===== config.mk =====
export PLATFORM = sky130hd
export DESIGN_NAME = adc_cal_sequencer
export DESIGN_NICKNAME = d
export VERILOG_FILES = /design/src/rtl/calseq_pkg.sv /design/src/rtl/calseq_len_sel.sv /design/src/rtl/calseq_timer.sv /design/src/rtl/calseq_fsm.sv /design/src/rtl/adc_cal_sequencer.sv
export SDC_FILE = /design/constraint.sdc
export NUM_CORES = 1
export LEC_CHECK = 0
export BUFFER_PORTS_ARGS = -buffer_cell sky130_fd_sc_hd__buf_2
export CORE_MARGIN = 3
export CORE_UTILIZATION = 40
export DETAILED_ROUTE_END_ITERATION = 12
export GPL_ROUTABILITY_DRIVEN = 0
export PLACE_DENSITY_LB_ADDON = 0.3
export SYNTH_ARGS = -nofsm -noshare
export SYNTH_HDL_FRONTEND = slang
export SYNTH_HIERARCHICAL = 1
export SYNTH_SLANG_ARGS = --single-unit

===== constraint.sdc =====
create_clock -name clk -period 2.85 [get_ports clk]
set_clock_uncertainty 0.05 [all_clocks]
set_input_delay 0.1425 -clock clk [delete_from_list [all_inputs] [get_ports clk]]
set_output_delay 0.1425 -clock clk [all_outputs]
set_load 0.05 [all_outputs]

===== src/rtl/calseq_pkg.sv =====
package calseq_pkg;

    typedef enum logic [1:0] {
        PH_IDLE  = 2'd0,
        PH_OFS_I = 2'd1,
        PH_OFS_Q = 2'd2,
        PH_GAIN  = 2'd3
    } cal_phase_e;

    typedef struct packed {
        logic rate_a;
        logic rate_b;
        logic single;
        logic use_q;
    } cal_cfg_t;

    localparam int unsigned GAIN_CYC_DEF = 1024;
    localparam int unsigned OFS_11_DEF   = 4544;
    localparam int unsigned OFS_10_DEF   = 2496;
    localparam int unsigned OFS_01_DEF   = 1472;
    localparam int unsigned OFS_00_DEF   = 960;

    function automatic int unsigned max2(input int unsigned x, input int unsigned y);
        return (x > y) ? x : y;
    endfunction

    function automatic logic [1:0] rate_of(input cal_cfg_t c);
        return {c.rate_a, c.rate_b};
    endfunction

endpackage


===== src/rtl/calseq_len_sel.sv =====
module calseq_len_sel #(
    parameter int unsigned CNT_W  = 13,
    parameter int unsigned OFS_11 = 4544,
    parameter int unsigned OFS_10 = 2496,
    parameter int unsigned OFS_01 = 1472,
    parameter int unsigned OFS_00 = 960
) (
    input  logic [1:0]       rate,
    output logic [CNT_W-1:0] ofs_len
);
    localparam int unsigned NSET = 4;

    logic [CNT_W-1:0] len_tab [NSET];

    for (genvar g = 0; g < NSET; g++) begin : g_tab
        localparam int unsigned VAL = (g == 3) ? OFS_11 :
                                      (g == 2) ? OFS_10 :
                                      (g == 1) ? OFS_01 : OFS_00;
        assign len_tab[g] = CNT_W'(VAL);
    end

    assign ofs_len = len_tab[rate];
endmodule


===== src/rtl/calseq_timer.sv =====
module calseq_timer #(
    parameter int unsigned CNT_W = 13
) (
    input  logic             clk,
    input  logic             rst,
    input  logic             load,
    input  logic [CNT_W-1:0] load_val,
    output logic             expire
);
    logic [CNT_W-1:0] cnt;

    always_ff @(posedge clk) begin
        if (rst) begin
            cnt <= '0;
        end else if (load) begin
            cnt <= load_val;
        end else if (cnt != '0) begin
            cnt <= cnt - 1'b1;
        end
    end

    assign expire = (cnt == '0);
endmodule


===== src/rtl/calseq_fsm.sv =====
module calseq_fsm
    import calseq_pkg::*;
#(
    parameter int unsigned CNT_W    = 13,
    parameter int unsigned GAIN_CYC = 1024
) (
    input  logic             clk,
    input  logic             rst,
    input  logic             start_req,
    input  cal_cfg_t         cfg_in,
    input  logic [CNT_W-1:0] ofs_len,
    input  logic             tmr_expire,
    output logic [1:0]       rate_sel,
    output logic             tmr_load,
    output logic [CNT_W-1:0] tmr_val,
    output cal_phase_e       phase,
    output logic             done
);
    cal_phase_e phase_nx;
    cal_cfg_t   cfg_q;
    logic       finish;

    assign rate_sel = (phase == PH_IDLE) ? rate_of(cfg_in) : rate_of(cfg_q);

    always_comb begin
        phase_nx = phase;
        tmr_load = 1'b0;
        tmr_val  = '0;
        finish   = 1'b0;
        unique case (phase)
            PH_IDLE: begin
                if (start_req) begin
                    tmr_load = 1'b1;
                    tmr_val  = ofs_len - 1'b1;
                    phase_nx = (cfg_in.single && cfg_in.use_q) ? PH_OFS_Q : PH_OFS_I;
                end
            end
            PH_OFS_I: begin
                if (tmr_expire) begin
                    if (cfg_q.single) begin
                        phase_nx = PH_IDLE;
                        finish   = 1'b1;
                    end else begin
                        tmr_load = 1'b1;
                        tmr_val  = ofs_len - 1'b1;
                        phase_nx = PH_OFS_Q;
                    end
                end
            end
            PH_OFS_Q: begin
                if (tmr_expire) begin
                    if (cfg_q.single) begin
                        phase_nx = PH_IDLE;
                        finish   = 1'b1;
                    end else begin
                        tmr_load = 1'b1;
                        tmr_val  = CNT_W'(GAIN_CYC - 1);
                        phase_nx = PH_GAIN;
                    end
                end
            end
            PH_GAIN: begin
                if (tmr_expire) begin
                    phase_nx = PH_IDLE;
                    finish   = 1'b1;
                end
            end
            default: phase_nx = PH_IDLE;
        endcase
    end

    always_ff @(posedge clk) begin
        if (rst) begin
            phase <= PH_IDLE;
            cfg_q <= '0;
            done  <= 1'b0;
        end else begin
            phase <= phase_nx;
            done  <= finish;
            if (phase == PH_IDLE && start_req) begin
                cfg_q <= cfg_in;
            end
        end
    end
endmodule


===== src/rtl/adc_cal_sequencer.sv =====
module adc_cal_sequencer
    import calseq_pkg::*;
#(
    parameter int unsigned WORD_W    = 16,
    parameter int unsigned ADDR_W    = 3,
    parameter int unsigned CTRL_ADDR = 0,
    parameter int unsigned START_BIT = 12,
    parameter int unsigned RATE_B_BIT = 13,
    parameter int unsigned RATE_A_BIT = 14,
    parameter int unsigned GAIN_CYC  = GAIN_CYC_DEF,
    parameter int unsigned OFS_11    = OFS_11_DEF,
    parameter int unsigned OFS_10    = OFS_10_DEF,
    parameter int unsigned OFS_01    = OFS_01_DEF,
    parameter int unsigned OFS_00    = OFS_00_DEF
) (
    input  logic              clk,
    input  logic              rst,
    input  logic              cfg_load,
    input  logic [ADDR_W-1:0] cfg_addr,
    input  logic [WORD_W-1:0] cfg_word,
    input  logic              single_mode,
    input  logic              sel_q,
    output logic              cal_busy,
    output logic              chan_i_off,
    output logic              chan_q_off,
    output logic              ofs_run_i,
    output logic              ofs_run_q,
    output logic              gain_run,
    output logic              cal_done
);
    localparam int unsigned MAX_LEN = max2(max2(max2(OFS_11, OFS_10), max2(OFS_01, OFS_00)), GAIN_CYC);
    localparam int unsigned CNT_W   = $clog2(MAX_LEN + 1);

    cal_cfg_t         cfg_in;
    logic             start_req;
    logic [1:0]       rate_sel;
    logic [CNT_W-1:0] ofs_len;
    logic             tmr_load;
    logic [CNT_W-1:0] tmr_val;
    logic             tmr_expire;
    cal_phase_e       phase;

    assign start_req = cfg_load && (cfg_addr == ADDR_W'(CTRL_ADDR)) && cfg_word[START_BIT];

    always_comb begin
        cfg_in.rate_a = cfg_word[RATE_A_BIT];
        cfg_in.rate_b = cfg_word[RATE_B_BIT];
        cfg_in.single = single_mode;
        cfg_in.use_q  = sel_q;
    end

    calseq_len_sel #(
        .CNT_W (CNT_W),
        .OFS_11(OFS_11),
        .OFS_10(OFS_10),
        .OFS_01(OFS_01),
        .OFS_00(OFS_00)
    ) u_len (
        .rate   (rate_sel),
        .ofs_len(ofs_len)
    );

    calseq_timer #(.CNT_W(CNT_W)) u_tmr (
        .clk     (clk),
        .rst     (rst),
        .load    (tmr_load),
        .load_val(tmr_val),
        .expire  (tmr_expire)
    );

    calseq_fsm #(.CNT_W(CNT_W), .GAIN_CYC(GAIN_CYC)) u_fsm (
        .clk       (clk),
        .rst       (rst),
        .start_req (start_req),
        .cfg_in    (cfg_in),
        .ofs_len   (ofs_len),
        .tmr_expire(tmr_expire),
        .rate_sel  (rate_sel),
        .tmr_load  (tmr_load),
        .tmr_val   (tmr_val),
        .phase     (phase),
        .done      (cal_done)
    );

    assign cal_busy   = (phase != PH_IDLE);
    assign chan_i_off = cal_busy;
    assign chan_q_off = cal_busy;
    assign ofs_run_i  = (phase == PH_OFS_I);
    assign ofs_run_q  = (phase == PH_OFS_Q);
    assign gain_run   = (phase == PH_GAIN);
endmodule


---- After elaboration in Yosys (flattened, before gate mapping) ----
Cells that the tools add are included.
storage, ports and cells
  flip-flop bits (word level) ............. 19
  input bits .............................. 24
  output and inout bits ................... 7
  logic and storage cells ................. 57
cells by class
  $add $sub $neg .......................... 2
  $lt $le $gt $ge ......................... 1
  equality and inequality tests ........... 7
  multiplexer cells ....................... 28
  bitwise logic cells ..................... 1
  reduce and logical (&&, ||, !) cells .... 12
operators by type and width
  kind                                                                     count
  13-bit 2-to-1 mux                                                        8
  13-bit one-hot mux with 3 select lines                                   1
  13-bit binary-select mux with 2-bit select                               1
  13-bit by 1-bit subtractor with 13-bit output, second input constant     2
  2-bit 2-to-1 mux                                                         8
  13-bit logical NOT                                                       1
  13-bit nonzero test                                                      1
  10-bit 2-to-1 mux                                                        1
  2-bit by 1-bit inequality test with 1-bit output, second input constant  4
  2-bit one-hot mux with 4 select lines                                    1
  1-bit 2-to-1 mux                                                         6
  2-bit == test, second input constant                                     2
  1-bit logical AND                                                        4
  1-bit one-hot mux with 2 select lines                                    2
  4-bit AND reduction                                                      1
  2-bit nonzero test                                                       2
  3-bit >= comparator, second input constant                               1
  3-bit logical NOT                                                        1
  2-bit inverter with 3-bit output                                         1
  2-bit by 1-bit == test with 1-bit output, second input constant          1
  2-bit logical NOT                                                        1
  2-bit OR reduction                                                       1

---- Longest topological paths before layout ----
Gate-level depths: netlist of run 1.
  depth after elaboration ................. 11
  depth in mapped cells ................... 12
  depth with buffers taken out ............ 10

---- Modules after synthesis ----
Netlist of run 1, hierarchy kept.
modules (own cells, without submodules)
  module             times used  cells each  area each (um^2)  seq. area each (um^2)
  calseq_timer       1           90          763.2             260.2
  calseq_fsm         1           92          673.1             120.1
  calseq_len_sel     1           15          101.3             0.0
  adc_cal_sequencer  1           8           56.3              0.0

---- Least setup slack after synthesis of run 1 ----
No wires, ideal clock.
  path kind ............................... register -> register
  start point ............................. register u_tmr.cnt[0]
  end point ............................... register u_tmr.cnt[9]
  setup time .............................. 0.074 ns
  data arrival time ....................... 2.716 ns
  data required time ...................... 2.726 ns
  slack ................................... 0.009 ns
  stages on the path, launching flop included .. 13
  buffers on the path ..................... 3
  clock period less this slack ............ 2.841 ns
  cell sequence ........................... dfxtp_1 inv_1 ha_1 or4b_2 nor4_2 buf_4 nor2b_1 nand2_1 a21oi_1 clkbuf_1 clkbuf_1 nand2_1 a31oi_1
on the way
  longest elaborated chain between the ends .. 4
  elaborated cells on any way between the ends .. 11
  those cells by class .................... add/sub: 1; mux: 7; reduce/logical: 3
ends and longest elaborated chain
  element                                                         RTL line                 source
  start, declared                                                 calseq_timer.sv:10       logic [CNT_W-1:0] cnt;
  start signal, assigned                                          calseq_timer.sv:16       cnt <= load_val;
  start signal, assigned                                          calseq_timer.sv:18       cnt <= cnt - 1'b1;
  13-bit logical NOT *                                            calseq_timer.sv:22       assign expire = (cnt == '0);
  named net tmr_expire                                            adc_cal_sequencer.sv:40  logic tmr_expire;
  1-bit 2-to-1 mux *                                              calseq_fsm.sv:39         if (tmr_expire) begin
  1-bit one-hot mux with 2 select lines *                         calseq_fsm.sv:30         unique case (phase)
  named net tmr_load                                              adc_cal_sequencer.sv:38  logic tmr_load;
  13-bit 2-to-1 mux / 2-bit nonzero test (equally long branches)  n/a
Mark *: on every way through the listed nets, which the timed path passes. The rest lies on a longest branch. The select of a mux whose other input is x is not followed.
A chain may end at the register's enable or synchronous reset.

---- Worst setup path in the final report of run 1 ----
  start point ............................. register u_tmr.cnt[0]
  end point ............................... register u_tmr.cnt[10]
The elaborated chain is that of the path after synthesis.

==> metrics.md, run 1 <==
| Metric | Value |
|---|---|
| Critical Path Fanout Max | 12 |
| Maxcap violations | 0 |
| H-tree Lvls | 1 |
| Final Hold Fails | 0 |
| Most common cell after layout, fill and taps aside | dfxtp_1 |
| Fin crit share | 0.926 |
| Antenna Nets Post-Route | 0 |
| Hold buffers post-CTS | 0 |
| DRT Wirelength | 3300 um |
| Unique cell type count in the Yosys netlist | 52 |
| Initial Util | 0.426 |
| GR Util All Layers | 0.138 |
| I/O pin count | 31 |
| # setup viols final | 0 |
| Total grt overflow | 0 |
| Setup crit end kind | flip-flop |
| Cells after Synth | 205 |
| CTS tree | built |
| Tmin final | 2.64 ns |
| DRT Pass-1 Iters | 4 |
| Area leader, netlist | dfxtp_1 |
| Worst slew margin | 0.661 |
| Yosys reg bits | 19 |
| Synth warn | 6 |
| Worst r2r path cells | 10 |
| Drt initial violations | 54 |
| Fraction of registers with async set/reset | 0 |
| Worst-Margin Slew | 0.504 ns |
| Sum Neg Setup Slack | 0 ns |
| Clk sink count | 19 |
| Die width | 69.1 um |
| Most frequent cells in the layout | dfxtp_1, nand2_1, buf_2, o21ai_0, a21oi_1 |
| TritonCTS Buffers | 3 |
| Flop2flop setup slack | 0.21 ns |
| Nets | around 260 |
| Post-Syn Area | ~1600 um^2 |
| Core footprint | 3740 um^2 |
| Clock Root Buffer | clkbuf_8 |
| Row cnt | 22 |
| Initial antenna violation count | 0 |
| Residual DRC | 0 |
| Pins Over Slew Limit | 0 |
| Clk_lat worst skew | about 0.27 ns |
| First-pass GRT wire length | 5640 um |
| Wire per inst | approximately 12 um |
| Postcts setup bufs | 0 |
| Yosys top cell area share | 0.239 |
| Worst EP arrival | between 2 and 3 ns |
| Outcome | complete, no violations |
| Pleak | 0.697 nW |
| Clock tree buffer depth | 2 |
| Kind of critical path | reg -> reg |
| P per Cell Area | approximately 820 nW/um^2 |
| Total power | between 1 and 1.5 mW |
| Worst hold stages | 3 |
| RSZ-0062 raised after global routing | no |
| Most used DFF post-synth | dfxtp_1 |
| Sequential-to-total area share from yosys stat | 0.239 |
| Die H | 69.1 um |
| Largest net degree at the start of global routing | 21 |
| Vias | 1411 |
| Port bufs | 17 |
| Antenna cells | 0 |
| Number of flops mapped to enable cells by yosys | 0 |
| Avg Inst Size Synth | 7.78 um^2 |
| Core Util, Final | 0.475 |
| Post-CTS sizing | 0 |
| CP Launch Type | flip-flop |
| Peak supply drop | 0.000227 V |
| Die area | 4780 um^2 |
| DR vias/cell | around 5.2 |
| Fmax achieved | 379 MHz |
| Layout cell share with drive strength beyond 1 | 0.212 |
| Layout Area Growth over Synthesis | 11.5% |
| CP Data Required Time | 2.93 ns |
| Largest cells by area after synthesis | dfxtp_1, ha_1, buf_4 |
| Worst Hold Class | in -> reg |
| Vias in the first global route | 1308 |
| Worst-path clk slew | about 0.080 ns |
| DP Wirelength | about 2500 um |
-- layer usage --
layer	share of wire	up-vias	global-route usage
met4	0.016	0	0.0586
met1	0.52	642	0.192
met3	0.021	5	0.0175
li1	-	747	-
met5	0	-	0
met2	0.45	17	0.214
-- registers in the layout, indices dropped and copies added, names as in the netlist --
register	count
u_fsm/cfg_q	3
u_tmr/cnt	13
u_fsm/phase	2
u_fsm/done	1
-- path summary, 6_finish.rpt --
check                  from             end
max            u_tmr/cnt[0]   u_tmr/cnt[10]
min            cfg_word[13]  u_fsm/cfg_q[2]
max reg2reg    u_tmr/cnt[0]   u_tmr/cnt[10]
min reg2reg  u_fsm/cfg_q[2]  u_fsm/cfg_q[2]
-- stage by stage --
| step | hold WS (ns) | instance area (um^2) | worst slack (ns) | instances |
|---|---|---|---|---|
| floorplan | 0.162 | 1620 | 0.00927 | 212 |
| global placement | 0.359 | 1700 | 0.123 | 266 |
| detailed placement | 0.363 | 1700 | 0.135 | 266 |
| CTS | 0.0800 | 1750 | 0.104 | 270 |
| global route | 0.101 | 1780 | 0.0253 | 270 |
| finish | 0.0808 | 1780 | 0.212 | 270 |
-- logic make-up after synthesis --
family,count (synthesis),synth area share
compound gates,49,0.189
simple gates,80,0.300
buf+inv,28,0.0950
mux,4,0.0275
other cells,2,0.00471
flops,19,0.239
fa+ha+maj,8,0.0628
xor+xnor,15,0.0824
-- synthesized netlist by cell type (3+ instances only) --
| cell | instances |
|---|---|
| dfxtp_1 | 19 |
| inv_1 | 11 |
| nand3_1 | 8 |
| or4_1 | 5 |
| clkbuf_1 | 4 |
| xor2_1 | 8 |
| nor4_1 | 3 |
| or3_1 | 4 |
| ha_1 | 8 |
| nand2_1 | 18 |
| a21oi_1 | 13 |
| o21ai_0 | 12 |
| nor2_1 | 9 |
| buf_4 | 12 |
| xnor2_1 | 7 |
| a31oi_1 | 3 |
| o21ai_1 | 3 |
| nor3_1 | 6 |
| o22ai_1 | 3 |
| nor2b_1 | 5 |
| mux2_2 | 3 |
| nor4_2 | 3 |
-- power by group --
group	switching, mW	internal [mW]	total (mW)	leakage (nW)
Sequential	0.0624	0.336	0.398	0.156
Clock	0.0961	0.0997	0.196	0.0228
Combinational	0.479	0.389	0.868	0.519
Total	0.637	0.825	1.46	0.697
-- worst max-delay path, stage by stage (launching register included) --
cell and delay [ns]:
dfxtp_1 0.32, inv_1 0.11, ha_1 0.19, or4b_2 0.66
nor4_4 0.20, nor2b_4 0.23, nand2_1 0.09, a21oi_2 0.20
buf_4 0.20, or2_2 0.16, o32ai_1 0.09
-- layout make-up --
class                           instances  area (um^2)
Clock buffer                            4         45.0
Tap cell                               48         60.1
Timing Repair Buffer                   23          130
Multi-Input combinational cell        165         1120
Sequential cell                        19          380
Fill cell                             398         1970
Inverter                               11         41.3
Note: power is estimated with default switching activity, not from simulation.
==> run 2, diff against run 1 <==
--- a/config.mk
+++ b/config.mk
@@ -11,7 +11,7 @@
 export DETAILED_ROUTE_END_ITERATION = 12
 export GPL_ROUTABILITY_DRIVEN = 0
 export PLACE_DENSITY_LB_ADDON = 0.3
+export SLEW_MARGIN = 20
 export SYNTH_ARGS = -nofsm -noshare
 export SYNTH_HDL_FRONTEND = slang
-export SYNTH_HIERARCHICAL = 1
 export SYNTH_SLANG_ARGS = --single-unit
==> run 2 against run 1 <==
Net effect:
- first-iteration DRC count down 41%
- highest routed layer unchanged
- largest cell class unchanged
- critical endpoint is now u_tmr.cnt[7]
- global-route usage up 2.3 points
- critical path depth down 3
==> metrics.md, run 2 <==
| Metric | Value |
|---|---|
| Worst slew margin | 0.598 |
| Tmin final | about 2.5 ns |
| Layout Area Growth over Synthesis | 11.2% |
| Kind of critical path | reg -> reg |
| Yosys top cell area share | 0.317 |
| DR vias/cell | 5.96 |
| DRT Pass-1 Iters | 4 |
| Placed cells | roughly 190 |
| Most used DFF post-synth | dfxtp_1 |
| Nets | roughly 190 |
| Worst r2r path cells | 7 |
| Maxcap violations | 0 |
| Die width | slightly above 60 um |
| Hold buffers post-CTS | 0 |
| Reg2Reg Launch Point | u_tmr.cnt[0] |
| Critical Path Fanout Max | 8 |
| Antenna cells | 0 |
| Post-Syn Area | 1200 um^2 |
| Post-CTS sizing | 0 |
| Fin crit share | 0.867 |
| Crit path cell chain | inv_1 -> ha_1 -> or3b_2 -> or4_4 -> nor3_1 -> or2_2 -> a21oi_1 |
| # setup viols final | 0 |
| Initial antenna violation count | 0 |
| Initial Util | 0.427 |
| Worst EP arrival | 2.58 ns |
| Most frequent cells in the layout | dfxtp_1, buf_2, a21oi_1, nand2_1, nor3_1 |
| Total grt overflow | 0 |
| Outcome | complete, no violations |
| H-tree Lvls | 1 |
| Row cnt | 19 |
| CP Launch Type | flip-flop |
| TritonCTS Buffers | 3 |
| Vias in the first global route | 1085 |
| Largest net degree at the start of global routing | 15 |
| Syn Nets | roughly 170 |
| Most instantiated library cell after synthesis | dfxtp_1 |
| Area leader, netlist | dfxtp_1 |
| Worst-path clk slew | about 0.11 ns |
| P per Cell Area | a little over 1000 nW/um^2 |
| Worst hold stages | 3 |
| Residual DRC | 0 |
| Avg Inst Size Synth | 8.50 um^2 |
| CP top delay family | simple AND/OR/NAND/NOR gates |
| Worst hold start | single_mode |
| Worst Hold End | u_fsm.cfg_q[1] |
| Clock Root Buffer | clkbuf_4 |
| Hold_ws | 0.0632 ns |
| Highest cell delay on the worst timing path | 0.56 ns |
| Flop2flop setup slack | approximately 0.38 ns |
| Biggest regs | u_tmr.cnt: 13 flops, u_fsm.cfg_q: 3 flops, u_fsm.phase: 2 flops |
| Wire per inst | 14.0 um |
| Worst Hold Class | in -> reg |
| Fraction of registers with async set/reset | 0 |
| DRT Wirelength | 2650 um |
| Peak supply drop | between 0.0006 and 0.0007 V |
| Clk_lat worst skew | 0.30 ns |
| Register area | 380 um^2 |
| Worst reg2reg endpoint | u_tmr.cnt[7] |
| Die H | 60.7 um |
| Synth warn | 0 |
| Antenna Nets Post-Route | 0 |
| Sequential-to-total area share from yosys stat | 0.317 |
| Number of fill cells in the layout | about 280 |
| Worst-Margin Slew | 0.598 ns |
| Most common cell after layout, fill and taps aside | dfxtp_1 |
| Fin cells | 189 |
| Postcts setup bufs | 0 |
| Number of flops mapped to enable cells by yosys | 0 |
| Cells after Synth | about 140 |
| GR Util All Layers | 0.162 |
| Clk sink count | 19 |
| Area of the multi-input gates | 764 um^2 |
| Setup crit end kind | flip-flop |
| DP Wirelength | 1990 um |
| Vias | about 1.1k |
| Port bufs | 17 |
| Max FFs per register | 13 |
| CP bufs+invs | 1 |
| CTS tree | built |
| Fmax achieved | 405 MHz |
| Clock tree buffer depth | 2 |
| Unique cell type count in the Yosys netlist | 43 |
| RSZ-0062 raised after global routing | no |
| CP Data Required Time | 2.96 ns |
| I/O pin count | 31 |
| Biggest register | u_tmr.cnt |
| Die area | ~3700 um^2 |
| Slowest-stage cell, CP | or3b_2 |
| First-pass GRT wire length | 4600 um |
| Final Hold Fails | 0 |
| Largest cells by area after synthesis | dfxtp_1, ha_1, a21oi_1 |
| Pins Over Slew Limit | 0 |
| Layout cell share with drive strength beyond 1 | 0.203 |
| Drt initial violations | 32 |
| Core footprint | 2810 um^2 |
| Yosys reg bits | 19 |
| Synth top cells by count | dfxtp_1, a21oi_1, nand2_1, nor3_1, o21ai_0 |
| Sum Neg Setup Slack | 0 ns |
| Pleak | 0.540 nW |
[run 2: cell types whose count changed after synthesis, sizes merged, moves of 4 or more]
cell / before / now
buf: 13 / 3
inv: 11 / 6
nand2: 19 / 9
nor2b: 5 / 0
o21ai: 15 / 7
xnor2: 7 / 3
xor2: 8 / 3
[run 2: power breakdown]
part / total, mW / internal [mW] / leakage (nW) / switching (mW)
Clock: 0.137 / 0.0545 / 0.0150 / 0.0824
Sequential: 0.417 / 0.339 / 0.156 / 0.0776
Combinational: 0.827 / 0.342 / 0.369 / 0.485
[run 2: worst max-delay path by stage]
| stage | start | endpoint | slack (ns) | cells after the start |
|---|---|---|---|---|
| 2_1_floorplan | u_tmr.cnt[0] | u_tmr.cnt[2] | 0.50 | 9 |
| 4_1_cts | u_tmr.cnt[0] | u_tmr.cnt[7] | 0.39 | 7 |
| 5_1_grt | u_tmr.cnt[0] | u_tmr.cnt[4] | 0.22 | 7 |
| 6_report | u_tmr.cnt[0] | u_tmr.cnt[7] | 0.38 | 7 |
| 3_5_place_dp | u_tmr.cnt[0] | u_tmr.cnt[7] | 0.41 | 7 |
| 3_3_place_gp | u_tmr.cnt[0] | u_tmr.cnt[3] | 0.46 | 7 |
[run 2: layer usage]
| layer | track usage | part of all wire | vias to the layer above |
|---|---|---|---|
| met5 | 0 | 0 | - |
| met3 | 0.0489 | 0.047 | 2 |
| met1 | 0.202 | 0.49 | 529 |
| met4 | 0.0310 | 0.0045 | 0 |
| li1 | - | - | 575 |
| met2 | 0.276 | 0.45 | 21 |
[run 2: worst min-delay path, cell delays in order]
cell and delay (ns):
buf_2 0.10, mux2i_1 0.07, nor2_1 0.08
[run 2: logic make-up after synthesis]
family	count (synthesis)	share of synthesized area
AND/OR/NAND/NOR	56	0.286
multiplexers	3	0.0251
XOR/XNOR	6	0.0438
flip-flops	19	0.317
adder cells (fa/ha/maj)	6	0.0626
AO/OA/AOI/OAI	39	0.220
buffers and inverters	12	0.0449
[run 2: cell type report]
type,count,share of cell area
inverters,6,0.0169
flip-flops and latches,19,0.285
multi-input cells,110,0.574
clock buffers,4,0.0197
well taps,31,0.0291
repair buffers,19,0.0751
[run 2: stage by stage]
step	area, um^2	total power, mW	utilization	setup slack [ns]
after floorplan	1200	1.09	-	0.500
after global placement	1310	1.22	0.466	0.459
after detailed placement	1310	1.25	0.466	0.413
after CTS	1330	1.39	0.475	0.386
after global routing	1330	1.51	0.475	0.216
final	1330	1.38	0.475	0.380
==> run 3, diff against run 2 <==
==> constraint.sdc (replaced) <==
create_clock -name clk -period 2.96 [get_ports clk]
set_clock_uncertainty 0.05 [all_clocks]
set_input_delay 0.148 -clock clk [delete_from_list [all_inputs] [get_ports clk]]
set_output_delay 0.148 -clock clk [all_outputs]
set_load 0.05 [all_outputs]
==> run 3 against run 2 <==
Net effect:
- global-route usage grew 0.051 points
- die area is the same
- sequential power shrank 4%
- first-iteration DRC count grew 19%
- critical path type unchanged
- highest routed layer unchanged
==> metrics.md, run 3 (synthesized netlist as in run 2, its figures left out) <==
| Metric | Value |
|---|---|
| Outcome | complete, no violations |
| Sum Neg Setup Slack | 0 ns |
| Peak supply drop | 0.000599 V |
| Clock tree buffer depth | 2 |
| DRT Wirelength | between 2000 and 3000 um |
| RSZ-0062 raised after global routing | no |
| TritonCTS Buffers | 3 |
| Biggest register | u_tmr.cnt |
| Residual DRC | 0 |
| H-tree Lvls | 1 |
| Initial Util | 0.427 |
| CP Launch Type | flip-flop |
| Crit. path cell count | 7 |
| Highest cell delay on the worst timing path | about 0.56 ns |
| Critical Path Fanout Max | 8 |
| Fin crit share | 0.828 |
| Kind of critical path | reg -> reg |
| Clk sink count | 19 |
| Maxcap violations | 0 |
| Drt initial violations | 38 |
| DR vias/cell | 5.94 |
| Total grt overflow | 0 |
| Die H | 60.7 um |
| CP top delay family | simple AND/OR/NAND/NOR gates |
| Pleak | 0.540 nW |
| Fin cells | between 150 and 200 |
| CTS tree | built |
| Slowest-stage cell, CP | or3b_2 |
| Clk_lat worst skew | 0.30 ns |
| Number of fill cells in the layout | 285 |
| Clock Root Buffer | clkbuf_4 |
| Port bufs | 17 |
| Antenna cells | 0 |
| Wire per inst | 14.0 um |
| Die area | 3690 um^2 |
| Core footprint | 2810 um^2 |
| Crit path cell chain | inv_1 -> ha_1 -> or3b_2 -> or4_4 -> nor3_1 -> or2_2 -> a21oi_1 |
| GR Util All Layers | 0.162 |
| Tmin final | 2.45 ns |
| Largest net degree at the start of global routing | 15 |
| CP bufs+invs | 1 |
| Final Hold Fails | 0 |
| Post-CTS sizing | 0 |
| Biggest regs | u_tmr.cnt: 13 flops, u_fsm.cfg_q: 3 flops, u_fsm.phase: 2 flops |
| Worst-path clk slew | 0.11 ns |
| Die width | 60.7 um |
| Max FFs per register | 13 |
| Start point of the critical path | u_tmr.cnt[0] |
| Initial antenna violation count | 0 |
| Worst r2r path cells | 7 |
| Worst slew margin | 0.598 |
| Pins Over Slew Limit | 0 |
| Antenna Nets Post-Route | 0 |
| Most frequent cells in the layout | dfxtp_1, buf_2, a21oi_1, nand2_1, nor3_1 |
| Setup crit end kind | flip-flop |
| Layout Area Growth over Synthesis | 11.2% |
| Vias | about 1.1k |
| Fmax achieved | 408 MHz |
| Worst reg2reg endpoint | u_tmr.cnt[5] |
| Hold buffers post-CTS | 0 |
| CP Data Required Time | 3.08 ns |
| Vias in the first global route | 1098 |
| Layout cell share with drive strength beyond 1 | 0.203 |
| Row cnt | 19 |
| DP Wirelength | a little under 2000 um |
| Placed cells | ~190 |
| Postcts setup bufs | 0 |
| P per Cell Area | ~1000 nW/um^2 |
| Nets | 189 |
| I/O pin count | 31 |
| Worst EP arrival | 2.57 ns |
| Flop2flop setup slack | 0.51 ns |
| Worst-Margin Slew | around 0.60 ns |
| Reg2Reg Launch Point | u_tmr.cnt[0] |
| Most common cell after layout, fill and taps aside | dfxtp_1 |
| Worst Setup EP | u_tmr.cnt[5] |
| Worst Hold Class | in -> reg |
| # setup viols final | 0 |
| First-pass GRT wire length | between 4000 and 5000 um |
| DRT Pass-1 Iters | 4 |
run 3: worst min-delay path by stage:
stage / startpoint / end / slack [ns] / cells past startpoint
after CTS: single_mode / u_fsm.cfg_q[1] / 0.06 / 3
after global routing: single_mode / u_fsm.cfg_q[1] / 0.1 / 3
final: single_mode / u_fsm.cfg_q[1] / 0.07 / 3
after global placement: single_mode / u_fsm.cfg_q[1] / 0.38 / 3
after detailed placement: single_mode / u_fsm.cfg_q[1] / 0.39 / 3
after floorplan: rst / u_fsm.done / 0.18 / 1
run 3: layer usage:
metal | global-route usage | vias to the layer above | wire length [um]
li1 | - | 573 | -
met1 | 0.209 | 521 | 1260
met3 | 0.0426 | 2 | 162
met2 | 0.267 | 27 | 1200
met4 | 0.0464 | 0 | 22
met5 | 0 | - | 0
run 3: worst min-delay path, stage by stage:
cell and delay, ns:
buf_2 0.10, mux2i_1 0.07, nor2_1 0.08
run 3: power breakdown:
group          leakage [nW]  switching [mW]  internal (mW)
Sequential            0.156          0.0741          0.326
Clock                0.0150          0.0814         0.0526
Combinational         0.369           0.469          0.329
Total                 0.540           0.624          0.708
run 3: area by class of cell:
| class | instances | area (um^2) | area share |
|---|---|---|---|
| flip-flops and latches | 19 | 380 | 0.285 |
| multi-input cells | 110 | 764 | 0.574 |
| inverters | 6 | 22.5 | 0.0169 |
| well taps | 31 | 38.8 | 0.0291 |
| clock buffers | 4 | 26.3 | 0.0197 |
| repair buffers | 19 | 100 | 0.0751 |
run 3: metrics by stage:
step / power, mW / cell area (um^2) / setup slack [ns] / utilization / hold slack (ns)
2_1_floorplan: 1.05 / 1200 / 0.610 / - / 0.176
3_3_place_gp: 1.18 / 1310 / 0.569 / 0.466 / 0.376
3_5_place_dp: 1.20 / 1310 / 0.542 / 0.466 / 0.387
4_1_cts: 1.34 / 1330 / 0.515 / 0.475 / 0.0587
5_1_grt: 1.46 / 1330 / 0.386 / 0.475 / 0.0954
6_report: 1.33 / 1330 / 0.511 / 0.475 / 0.0659
